$ cat config.mk
export PLATFORM = sky130hd
export DESIGN_NAME = rtc_calendar
export DESIGN_NICKNAME = d
export VERILOG_FILES = /design/src/rtl/rtc_cal_pkg.sv /design/src/rtl/rtc_prescaler.sv /design/src/rtl/rtc_time_ctr.sv /design/src/rtl/rtc_date_ctr.sv /design/src/rtl/rtc_calendar.sv
export SDC_FILE = /design/constraint.sdc
export NUM_CORES = 1
export LEC_CHECK = 0
export BUFFER_PORTS_ARGS = -buffer_cell sky130_fd_sc_hd__buf_2
export CAP_MARGIN = 5
export CORE_MARGIN = 8
export CORE_UTILIZATION = 62
export DETAILED_ROUTE_END_ITERATION = 10
export HOLD_SLACK_MARGIN = 0.03
export PLACE_DENSITY = 0.87
export SLEW_MARGIN = 30
export SYNTH_ARGS = -nofsm -noshare
export SYNTH_HDL_FRONTEND = slang
export SYNTH_SLANG_ARGS = --single-unit
$ cat constraint.sdc
create_clock -name clk_i -period 14.2 [get_ports clk_i]
set_input_delay 1.42 -clock clk_i [delete_from_list [all_inputs] [get_ports clk_i]]
set_output_delay 1.42 -clock clk_i [all_outputs]
set_load 0.005 [all_outputs]
$ cat src/rtl/rtc_cal_pkg.sv
package rtc_cal_pkg;
  localparam int TIME_W = 21;
  localparam int DATE_W = 22;

  typedef struct packed {
    logic       pm;
    logic [1:0] ht;
    logic [3:0] hu;
    logic [2:0] mnt;
    logic [3:0] mnu;
    logic [2:0] st;
    logic [3:0] su;
  } time_t;

  typedef struct packed {
    logic [3:0] yt;
    logic [3:0] yu;
    logic [2:0] wd;
    logic       mt;
    logic [3:0] mu;
    logic [1:0] dt;
    logic [3:0] du;
  } date_t;

  function automatic logic [6:0] bcd2bin(input logic [7:0] b);
    return 7'(b[7:4] * 7'd10 + 7'(b[3:0]));
  endfunction

  function automatic logic [3:0] tens4(input logic [6:0] v);
    return 4'(v / 7'd10);
  endfunction

  function automatic logic [3:0] units4(input logic [6:0] v);
    return 4'(v % 7'd10);
  endfunction

  // leap rule on binary year: low two bits zero
  function automatic logic [6:0] month_days(input logic [6:0] mo, input logic [6:0] yr);
    case (mo)
      7'd2:                         return (yr[1:0] == 2'b00) ? 7'd29 : 7'd28;
      7'd4, 7'd6, 7'd9, 7'd11:      return 7'd30;
      default:                      return 7'd31;
    endcase
  endfunction
endpackage

$ cat src/rtl/rtc_prescaler.sv
module rtc_prescaler #(
  parameter int APRE_W = 7,
  parameter int SPRE_W = 15
) (
  input  logic              clk_i,
  input  logic              rst_ni,
  input  logic              run_i,
  input  logic [APRE_W-1:0] apre_i,
  input  logic [SPRE_W-1:0] spre_i,
  output logic [SPRE_W-1:0] subsec_o,
  output logic              sec_tick_o
);
  logic [APRE_W-1:0] acnt_q;
  logic [SPRE_W-1:0] scnt_q;
  logic a_zero, s_zero;

  assign a_zero     = (acnt_q == '0);
  assign s_zero     = (scnt_q == '0);
  assign sec_tick_o = run_i & a_zero & s_zero;
  assign subsec_o   = scnt_q;

  always_ff @(posedge clk_i or negedge rst_ni) begin
    if (!rst_ni) begin
      acnt_q <= '0;
      scnt_q <= '0;
    end else if (!run_i) begin
      acnt_q <= apre_i;
      scnt_q <= spre_i;
    end else begin
      acnt_q <= a_zero ? apre_i : acnt_q - 1'b1;
      if (a_zero) scnt_q <= s_zero ? spre_i : scnt_q - 1'b1;
    end
  end
endmodule

$ cat src/rtl/rtc_time_ctr.sv
module rtc_time_ctr
  import rtc_cal_pkg::*;
(
  input  logic              clk_i,
  input  logic              rst_ni,
  input  logic              fmt12_i,
  input  logic              tick_i,
  input  logic              ld_i,
  input  logic [TIME_W-1:0] ld_val_i,
  output logic [TIME_W-1:0] time_o,
  output logic              day_inc_o
);
  time_t q, n;
  logic [6:0] s, m, h, s_n, m_n, h_n;
  logic pm_n, roll, hr_step;

  always_comb begin
    s = bcd2bin({1'b0, q.st, q.su});
    m = bcd2bin({1'b0, q.mnt, q.mnu});
    h = bcd2bin({2'b00, q.ht, q.hu});
    hr_step = (s == 7'd59) && (m == 7'd59);
    s_n  = (s == 7'd59) ? 7'd0 : s + 7'd1;
    m_n  = (s == 7'd59) ? ((m == 7'd59) ? 7'd0 : m + 7'd1) : m;
    h_n  = h;
    pm_n = q.pm;
    roll = 1'b0;
    if (hr_step) begin
      if (fmt12_i) begin
        if (h == 7'd11) begin
          h_n  = 7'd12;
          pm_n = ~q.pm;
          roll = q.pm;
        end else if (h == 7'd12) begin
          h_n = 7'd1;
        end else begin
          h_n = h + 7'd1;
        end
      end else if (h == 7'd23) begin
        h_n  = 7'd0;
        roll = 1'b1;
      end else begin
        h_n = h + 7'd1;
      end
    end
    n.pm  = pm_n;
    n.ht  = 2'(tens4(h_n));
    n.hu  = units4(h_n);
    n.mnt = 3'(tens4(m_n));
    n.mnu = units4(m_n);
    n.st  = 3'(tens4(s_n));
    n.su  = units4(s_n);
  end

  always_ff @(posedge clk_i or negedge rst_ni) begin
    if (!rst_ni)     q <= '0;
    else if (ld_i)   q <= time_t'(ld_val_i);
    else if (tick_i) q <= n;
  end

  assign time_o    = q;
  assign day_inc_o = tick_i & roll;
endmodule

$ cat src/rtl/rtc_date_ctr.sv
module rtc_date_ctr
  import rtc_cal_pkg::*;
(
  input  logic              clk_i,
  input  logic              rst_ni,
  input  logic              day_inc_i,
  input  logic              ld_i,
  input  logic [DATE_W-1:0] ld_val_i,
  output logic [DATE_W-1:0] date_o
);
  localparam date_t RST_DATE = '{yt: 4'd0, yu: 4'd0, wd: 3'd1, mt: 1'b0,
                                 mu: 4'd1, dt: 2'd0, du: 4'd1};
  date_t q, n;
  logic [6:0] d, mo, yr, d_n, mo_n, yr_n;

  always_comb begin
    d    = bcd2bin({2'b00, q.dt, q.du});
    mo   = bcd2bin({3'b000, q.mt, q.mu});
    yr   = bcd2bin({q.yt, q.yu});
    d_n  = d + 7'd1;
    mo_n = mo;
    yr_n = yr;
    if (d == month_days(mo, yr)) begin
      d_n = 7'd1;
      if (mo == 7'd12) begin
        mo_n = 7'd1;
        yr_n = (yr == 7'd99) ? 7'd0 : yr + 7'd1;
      end else begin
        mo_n = mo + 7'd1;
      end
    end
    n.wd = (q.wd == 3'd7) ? 3'd1 : q.wd + 3'd1;
    n.yt = tens4(yr_n);
    n.yu = units4(yr_n);
    n.mt = tens4(mo_n) != 4'd0;
    n.mu = units4(mo_n);
    n.dt = 2'(tens4(d_n));
    n.du = units4(d_n);
  end

  always_ff @(posedge clk_i or negedge rst_ni) begin
    if (!rst_ni)        q <= RST_DATE;
    else if (ld_i)      q <= date_t'(ld_val_i);
    else if (day_inc_i) q <= n;
  end

  assign date_o = q;
endmodule

$ cat src/rtl/rtc_calendar.sv
module rtc_calendar
  import rtc_cal_pkg::*;
#(
  parameter int APRE_W = 7,
  parameter int SPRE_W = 15
) (
  input  logic              clk_i,
  input  logic              rst_ni,
  input  logic [APRE_W-1:0] apre_i,
  input  logic [SPRE_W-1:0] spre_i,
  input  logic              fmt12_i,
  input  logic              init_i,
  input  logic              time_ld_i,
  input  logic [TIME_W-1:0] time_i,
  input  logic              date_ld_i,
  input  logic [DATE_W-1:0] date_i,
  output logic [TIME_W-1:0] time_o,
  output logic [DATE_W-1:0] date_o,
  output logic [SPRE_W-1:0] subsec_o,
  output logic              tick_o
);
  logic sec_tick, day_inc, tick_q;

  rtc_prescaler #(.APRE_W(APRE_W), .SPRE_W(SPRE_W)) u_pre (
    .clk_i, .rst_ni, .run_i(!init_i), .apre_i, .spre_i,
    .subsec_o, .sec_tick_o(sec_tick)
  );

  rtc_time_ctr u_time (
    .clk_i, .rst_ni, .fmt12_i, .tick_i(sec_tick),
    .ld_i(init_i & time_ld_i), .ld_val_i(time_i),
    .time_o, .day_inc_o(day_inc)
  );

  rtc_date_ctr u_date (
    .clk_i, .rst_ni, .day_inc_i(day_inc),
    .ld_i(init_i & date_ld_i), .ld_val_i(date_i), .date_o
  );

  // tick_o rises with the updated calendar
  always_ff @(posedge clk_i or negedge rst_ni) begin
    if (!rst_ni) tick_q <= 1'b0;
    else         tick_q <= sec_tick;
  end
  assign tick_o = tick_q;
endmodule

# Yosys cells after proc, flatten, opt, wreduce, memory -nomap -nowiden
# Index checks and enable logic that the tools add are counted.
dict set report word_totals {
  register_bits 66
  wordCells 117
  out_inout_bits 59
}
dict set report classes {
  mul 6
  addsub 15
  n_div 12
  n_eq_ne 14
  reduce_logical 14
  n_mux 33
  n_bitwise 6
}
# cell count
set op_table {}
lappend op_table {{$mux W7} 16}
lappend op_table {{$mux W15} 3}
lappend op_table {{$mux W22} 2}
lappend op_table {{$add A7 B1 Y7 const B} 6}
lappend op_table {{$div A7 B4 Y7 const B} 6}
lappend op_table {{$mod A7 B4 Y7 const B} 6}
lappend op_table {{$mux W21} 2}
lappend op_table {{$eq A7 B4 Y1 const B} 5}
lappend op_table {{$add A7 B4 Y7} 3}
lappend op_table {{$logic_not A15 Y1} 1}
lappend op_table {{$sub A15 B1 Y15 const B} 1}
lappend op_table {{$add A6 B4 Y7} 2}
lappend op_table {{$eq A7 B3 Y1 const B} 2}
lappend op_table {{$eq A7 B6 Y1 const B} 2}
lappend op_table {{$pmux W7 S2} 1}
lappend op_table {{$mul A3 B3 Y6 const B} 2}
lappend op_table {{$reduce_bool A2 Y1} 6}
lappend op_table {{$mul A2 B3 Y5 const B} 2}
lappend op_table {{$mux W1} 8}
lappend op_table {{$eq A7 B2 Y1 const B} 1}
lappend op_table {{$eq A7 B5 Y1 const B} 1}
lappend op_table {{$eq A7 B7 Y1} 1}
lappend op_table {{$eq A7 B7 Y1 const B} 1}
lappend op_table {{$logic_not A7 Y1} 1}
lappend op_table {{other kinds (15)} 19}

# Logic depth before layout (Yosys ltp)
dict set report logic_depth {
  depth_word 11
  depth_mapped 25
  mapped_depth_nobuf 24
}

# Modules after synthesis
# Synthesis repeated with hierarchy kept, for this count alone.
dict set report unflattened {
  hier_cells 1065
  area_unflattened_um2 8409.3
}
# module area_each_um2 cells_per_inst n_inst
set by_module_without_submodules {}
lappend by_module_without_submodules {rtc_date_ctr 3463.3 439 1}
lappend by_module_without_submodules {rtc_time_ctr 3453.3 456 1}
lappend by_module_without_submodules {rtc_prescaler 1451.4 166 1}
lappend by_module_without_submodules {rtc_calendar 41.3 4 1}

# Worst setup path before layout
# OpenSTA, ideal clock, no wires.
dict set report synth_path {
  kind {flip-flop to flip-flop}
  startpoint {reg u_time.q (netlist bit u_time.time_o[4])}
  endpoint {reg u_time.q (netlist bit u_time.time_o[15])}
  t_required_ps 14071
  arrival_time_ps 4980
  path_slack_ps 9091
  path_stages_with_launch 26
  cell_sequence {dfrtp_1 > ha_1 > ha_1 > ha_1 > a21bo_2 > a2111o_1 > or3_1 > buf_2 > or4_1 > buf_2 > nor3_1 > a21o_1 > a21o_1 > a21oi_1 > ha_1 > inv_1 > nor2_1 > a31oi_1 > a41oi_1 > xnor2_1 > inv_1 > ha_1 > o21ai_0 > a21oi_1 > xnor2_1 > o21ai_1}
}
dict set report synth_between {
  elab_chain_len 8
}
# item line
set synth_rtl {}
lappend synth_rtl {{start: declaration} rtc_time_ctr.sv:13} ;# time_t q, n;
lappend synth_rtl {{start signal: assignment} rtc_time_ctr.sv:56} ;# else if (ld_i) q <= time_t'(ld_val_i);
lappend synth_rtl {{start signal: assignment} rtc_time_ctr.sv:57} ;# else if (tick_i) q <= n;
lappend synth_rtl {{$mul A3 B3 Y6} rtc_cal_pkg.sv:26} ;# return 7'(b[7:4] * 7'd10 + 7'(b[3:0]));
lappend synth_rtl {{$add A7 B4 Y7} rtc_cal_pkg.sv:26}
lappend synth_rtl {{$eq A7 B6 Y1} rtc_time_ctr.sv:21} ;# hr_step = (s == 7'd59) && (m == 7'd59);
lappend synth_rtl {{$logic_and A1 B1 Y1} rtc_time_ctr.sv:21}
lappend synth_rtl {{$mux W7} rtc_time_ctr.sv:27} ;# if (hr_step) begin
lappend synth_rtl {{$mod A7 B4 Y7} rtc_cal_pkg.sv:34} ;# return 4'(v % 7'd10);
lappend synth_rtl {{$mux W21} rtc_time_ctr.sv:57}
lappend synth_rtl {{$mux W21} rtc_time_ctr.sv:56}
# Every way passes these cells. The select of a mux whose other input is x is not followed.
# A chain may end at the register's enable or synchronous reset.

# Worst setup path in the final report
# Ends and elaborated chain as after synthesis.

==> reports/qor.log <==
INFO  status         status=completed
INFO  clocking       clk_path_buf_depth=2
INFO  yosys          synth.avg_cell_area=7.85squm
INFO  cells_and_area multiInputGateArea=0.00531sqmm
INFO  die            core=0.0114sqmm
INFO  global_route   busiest_layer=met2
INFO  cells_and_area finalNetCount=1165
INFO  global_route   globalRouteMet3Util=4.17%
INFO  route          route.antenna.remaining_nets=0
INFO  yosys          synth-edff-count=0
INFO  worst_setup_path critical_path_arrival=5.99ns
INFO  yosys          yosysWarnings=0
INFO  die            start_util=63.5%
INFO  route          route.detailed.drc=0
INFO  die            die_span_in_y=124um
INFO  worst_setup_path crit_path_start_kind=register
INFO  yosys          synth_async_sr_flop_share=100%
INFO  yosys          synth_area_leader_cell=sky130_fd_sc_hd__dfrtp_1
INFO  pwr            power.total=1.28mW
INFO  global_route   grt.met1_usage=33.8%
INFO  worst_setup_path r2r.worst_path.cells=24
INFO  hold_path      hold_depth=2
INFO  sta            slew_viol_final=0
INFO  yosys          synth_top_cells_by_count=sky130_fd_sc_hd__nand2_1 (90), sky130_fd_sc_hd__o21ai_0 (83), sky130_fd_sc_hd__a21oi_1 (71)
INFO  clocking       clk_pin_slew=0.06ns
INFO  worst_setup_path timing.rr.end=u_time.time_o[15]
INFO  cells_and_area layout.area.seq=0.00166sqmm
INFO  sta            timing.final.crit_share=40.6%
INFO  clocking       tritoncts=done
INFO  sta            report.final.hold_viol_count=0
INFO  sta            timing.clock.skew=0.00783ns
INFO  sta            achievable-frequency=173MHz
INFO  sta            slew-limit-headroom=39.5%
INFO  pwr            power_density=155mW/mm^2
INFO  clocking       cts.sink_count=66
INFO  cells_and_area layout.filler_cells=924
INFO  cells_and_area fraction_of_final_layout_cells_sized_beyond_drive_strength_1=18.0%
INFO  cells_and_area layout.core_utilization=72.6%
INFO  pwr            power.static_leakage=3.66nW
INFO  worst_setup_path worstSetupPathType=reg -> reg
INFO  yosys          synthTopCellsByArea=sky130_fd_sc_hd__dfrtp_1 (22%), sky130_fd_sc_hd__ha_1 (10%), sky130_fd_sc_hd__o21ai_0 (5.7%), sky130_fd_sc_hd__a21oi_1 (4.9%), sky130_fd_sc_hd__nand2_1 (4.7%)
INFO  clocking       number_of_buffers_created_by_cts=9
INFO  hold_path      worstHoldEndpoint=u_pre.acnt_q[6]
INFO  route          vias=7592
INFO  global_route   grt_first_pass_wirelength=33.1mm
INFO  sta            timing.final.crit_period=5.77ns
INFO  global_route   grtUsageMet2=43.1%
INFO  worst_setup_path rr_startpoint=u_time.time_o[4]
INFO  sta            timing.final.ws_setup=8.43ns
INFO  cells_and_area areaGrowthSynthToFinish=14.2%
INFO  route          drt_iter0_markers=689
INFO  route          avgRoutedWirePerCell=17.3um
INFO  clocking       cts_hold_repair.buffers=0
INFO  yosys          synth_cell_types=84
INFO  yosys          synthCells=924
INFO  die            std_cell_rows=39
INFO  sta            setup-tns-final=0ns
INFO  yosys          post-synth-top-count-cell=sky130_fd_sc_hd__nand2_1
INFO  global_route   track_usage=26.3%
INFO  yosys          yosys_reg_bits=66
INFO  yosys          synth_largest_type_area_fraction=21.7%
INFO  worst_setup_path timing.critical_path.required=14.42ns
INFO  clocking       post-cts-setup-buffers=0
INFO  clocking       cts_repair_resized_insts=0
INFO  hold_path      hold_class=reg -> reg
INFO  clocking       clk_root_buffer_cell=sky130_fd_sc_hd__clkbuf_16
INFO  worst_setup_path regToRegSetupSlack=8.43ns
INFO  place          place.gp.congestion=0.974
INFO  worst_setup_path worst_setup_path_startpoint=u_time.time_o[4]
INFO  die            io_pins=130
INFO  sta            finalSetupViolCount=0
INFO  global_route   vias_in_the_first_global_route=6991
INFO  pwr            vdd_ir_drop_max=89.3uV
INFO  place          dp_worst_setup_slack=8.53ns
INFO  route          routed_wirelength=20.4mm
INFO  global_route   grt_start_max_net_pins=67
INFO  cells_and_area antenna_cells_inserted=0
INFO  hold_path      hp-start=u_pre.acnt_q[6]
INFO  die            floorplan.die.width=124um
INFO  yosys          synth_nets=1059
INFO  route          drt_first_pass_iters=5
INFO  route          avgViaCountPerCell=6.44
INFO  yosys          synthesis.area=0.00725sqmm
INFO  die            die_area=0.0154sqmm
INFO  worst_setup_path crit_path_max_fanout=11
INFO  place          place_hpwl=15.4mm
INFO  clocking       htree_num_levels=3
INFO  place          port_buffers=129
INFO  sta            max_slew.worst_pin.slew=0.908ns
INFO  worst_setup_path endpoint_type_of_the_worst_setup_path=register
INFO  clocking       clk-insertion-delay-late=0.35ns
INFO  sta            unrepaired_setup_endpoints_after_global_routing=false
INFO  yosys          synth-main-ff-cell=sky130_fd_sc_hd__dfrtp_1
INFO  yosys          synth-seq-area-share=22.8%
INFO  job            maxCapViolations=0
INFO  global_route   initial_antenna_violation_count=0
INFO  global_route   grt_overflow_total=0
## kinds of logic after synthesis
kind of cell,after synthesis,synth area share [%]
AO/OA/AOI/OAI,314,28.6
XOR/XNOR,53,6.50
adder cells (fa/ha/maj),64,11.7
buffers and inverters,77,4.12
flip-flops,66,22.8
multiplexers,24,3.43
AND/OR/NAND/NOR,326,22.8
## critical path: stages (launching register included)
cell and delay (ns):
sky130_fd_sc_hd__dfrtp_1 0.42, sky130_fd_sc_hd__ha_1 0.22, sky130_fd_sc_hd__ha_1 0.20, sky130_fd_sc_hd__ha_1 0.32, sky130_fd_sc_hd__nand3b_1 0.19, sky130_fd_sc_hd__a2111o_1 0.47, sky130_fd_sc_hd__or3_1 0.49, sky130_fd_sc_hd__or4_1 0.77
sky130_fd_sc_hd__nor2_1 0.28, sky130_fd_sc_hd__nand2_1 0.08, sky130_fd_sc_hd__a21oi_1 0.17, sky130_fd_sc_hd__o21a_1 0.17, sky130_fd_sc_hd__a21oi_1 0.07, sky130_fd_sc_hd__ha_1 0.26, sky130_fd_sc_hd__inv_1 0.08, sky130_fd_sc_hd__nor2_1 0.05
sky130_fd_sc_hd__a31oi_1 0.17, sky130_fd_sc_hd__a41oi_1 0.19, sky130_fd_sc_hd__xnor2_1 0.19, sky130_fd_sc_hd__inv_1 0.09, sky130_fd_sc_hd__ha_1 0.21, sky130_fd_sc_hd__o21ai_0 0.10, sky130_fd_sc_hd__a21oi_1 0.22, sky130_fd_sc_hd__xnor2_1 0.14
sky130_fd_sc_hd__o21ai_1 0.07
## placed cells by master, fill, tap and decap left out, types with 22 or more instances in the layout
cell                        n
sky130_fd_sc_hd__buf_2    129
sky130_fd_sc_hd__nand2_1   90
sky130_fd_sc_hd__o21ai_0   83
sky130_fd_sc_hd__a21oi_1   70
sky130_fd_sc_hd__dfrtp_1   63
sky130_fd_sc_hd__nor2_1    59
sky130_fd_sc_hd__ha_1      58
sky130_fd_sc_hd__nor3_1    35
sky130_fd_sc_hd__inv_1     34
sky130_fd_sc_hd__xnor2_1   34
sky130_fd_sc_hd__nand3_1   32
sky130_fd_sc_hd__a22oi_1   22
## worst max path at each step
stage                         to  slack, ns  cells after the start
5_1_grt        u_time.time_o[15]       8.00                     24
2_1_floorplan  u_time.time_o[15]       9.09                     25
3_5_place_dp   u_time.time_o[15]       8.53                     24
4_1_cts        u_time.time_o[15]       8.52                     24
6_report       u_time.time_o[15]       8.43                     24
3_3_place_gp   u_time.time_o[15]       8.72                     24
## report_power, final
| group | total, mW | switching (mW) | internal [mW] |
|---|---|---|---|
| Sequential | 0.249 | 0.0343 | 0.215 |
| Clock | 0.233 | 0.0919 | 0.141 |
| Combinational | 0.800 | 0.472 | 0.328 |
| Total | 1.28 | 0.598 | 0.684 |
## metrics by stage
stage               std cells  instance area, sq um  hold slack, ns
floorplan                 924                  7250           0.455
global placement         1162                  7970           0.480
detailed placement       1162                  7970           0.487
CTS                      1178                  8280           0.503
global route             1178                  8290           0.534
finish                   1178                  8290           0.502
## per-layer routing
layer | wire length, um | vias to the layer above | share of wire (%)
met5 | 0 | - | 0
met4 | 464 | 0 | 2.3
met3 | 1450 | 42 | 7.1
met2 | 9840 | 331 | 48
met1 | 8690 | 3547 | 43
li1 | - | 3672 | -
## sequential cells by signal (all words and copies together) (netlist names)
| signal | cells |
|---|---|
| u_date.date_o | 22 |
| u_time.time_o | 21 |
| u_pre.subsec_o | 15 |
| u_pre.acnt_q | 7 |
| tick_o | 1 |
## area by class of cell
type / instances / area share, %
Clock buffer: 10 / 2.88
Clock inverter: 6 / 0.785
Inverter: 35 / 1.59
Multi-Input combinational cell: 781 / 64.0
Sequential cell: 66 / 20.0
Tap cell: 143 / 2.16
Timing Repair Buffer: 137 / 8.56
Power figures use the tool's default switching activity.
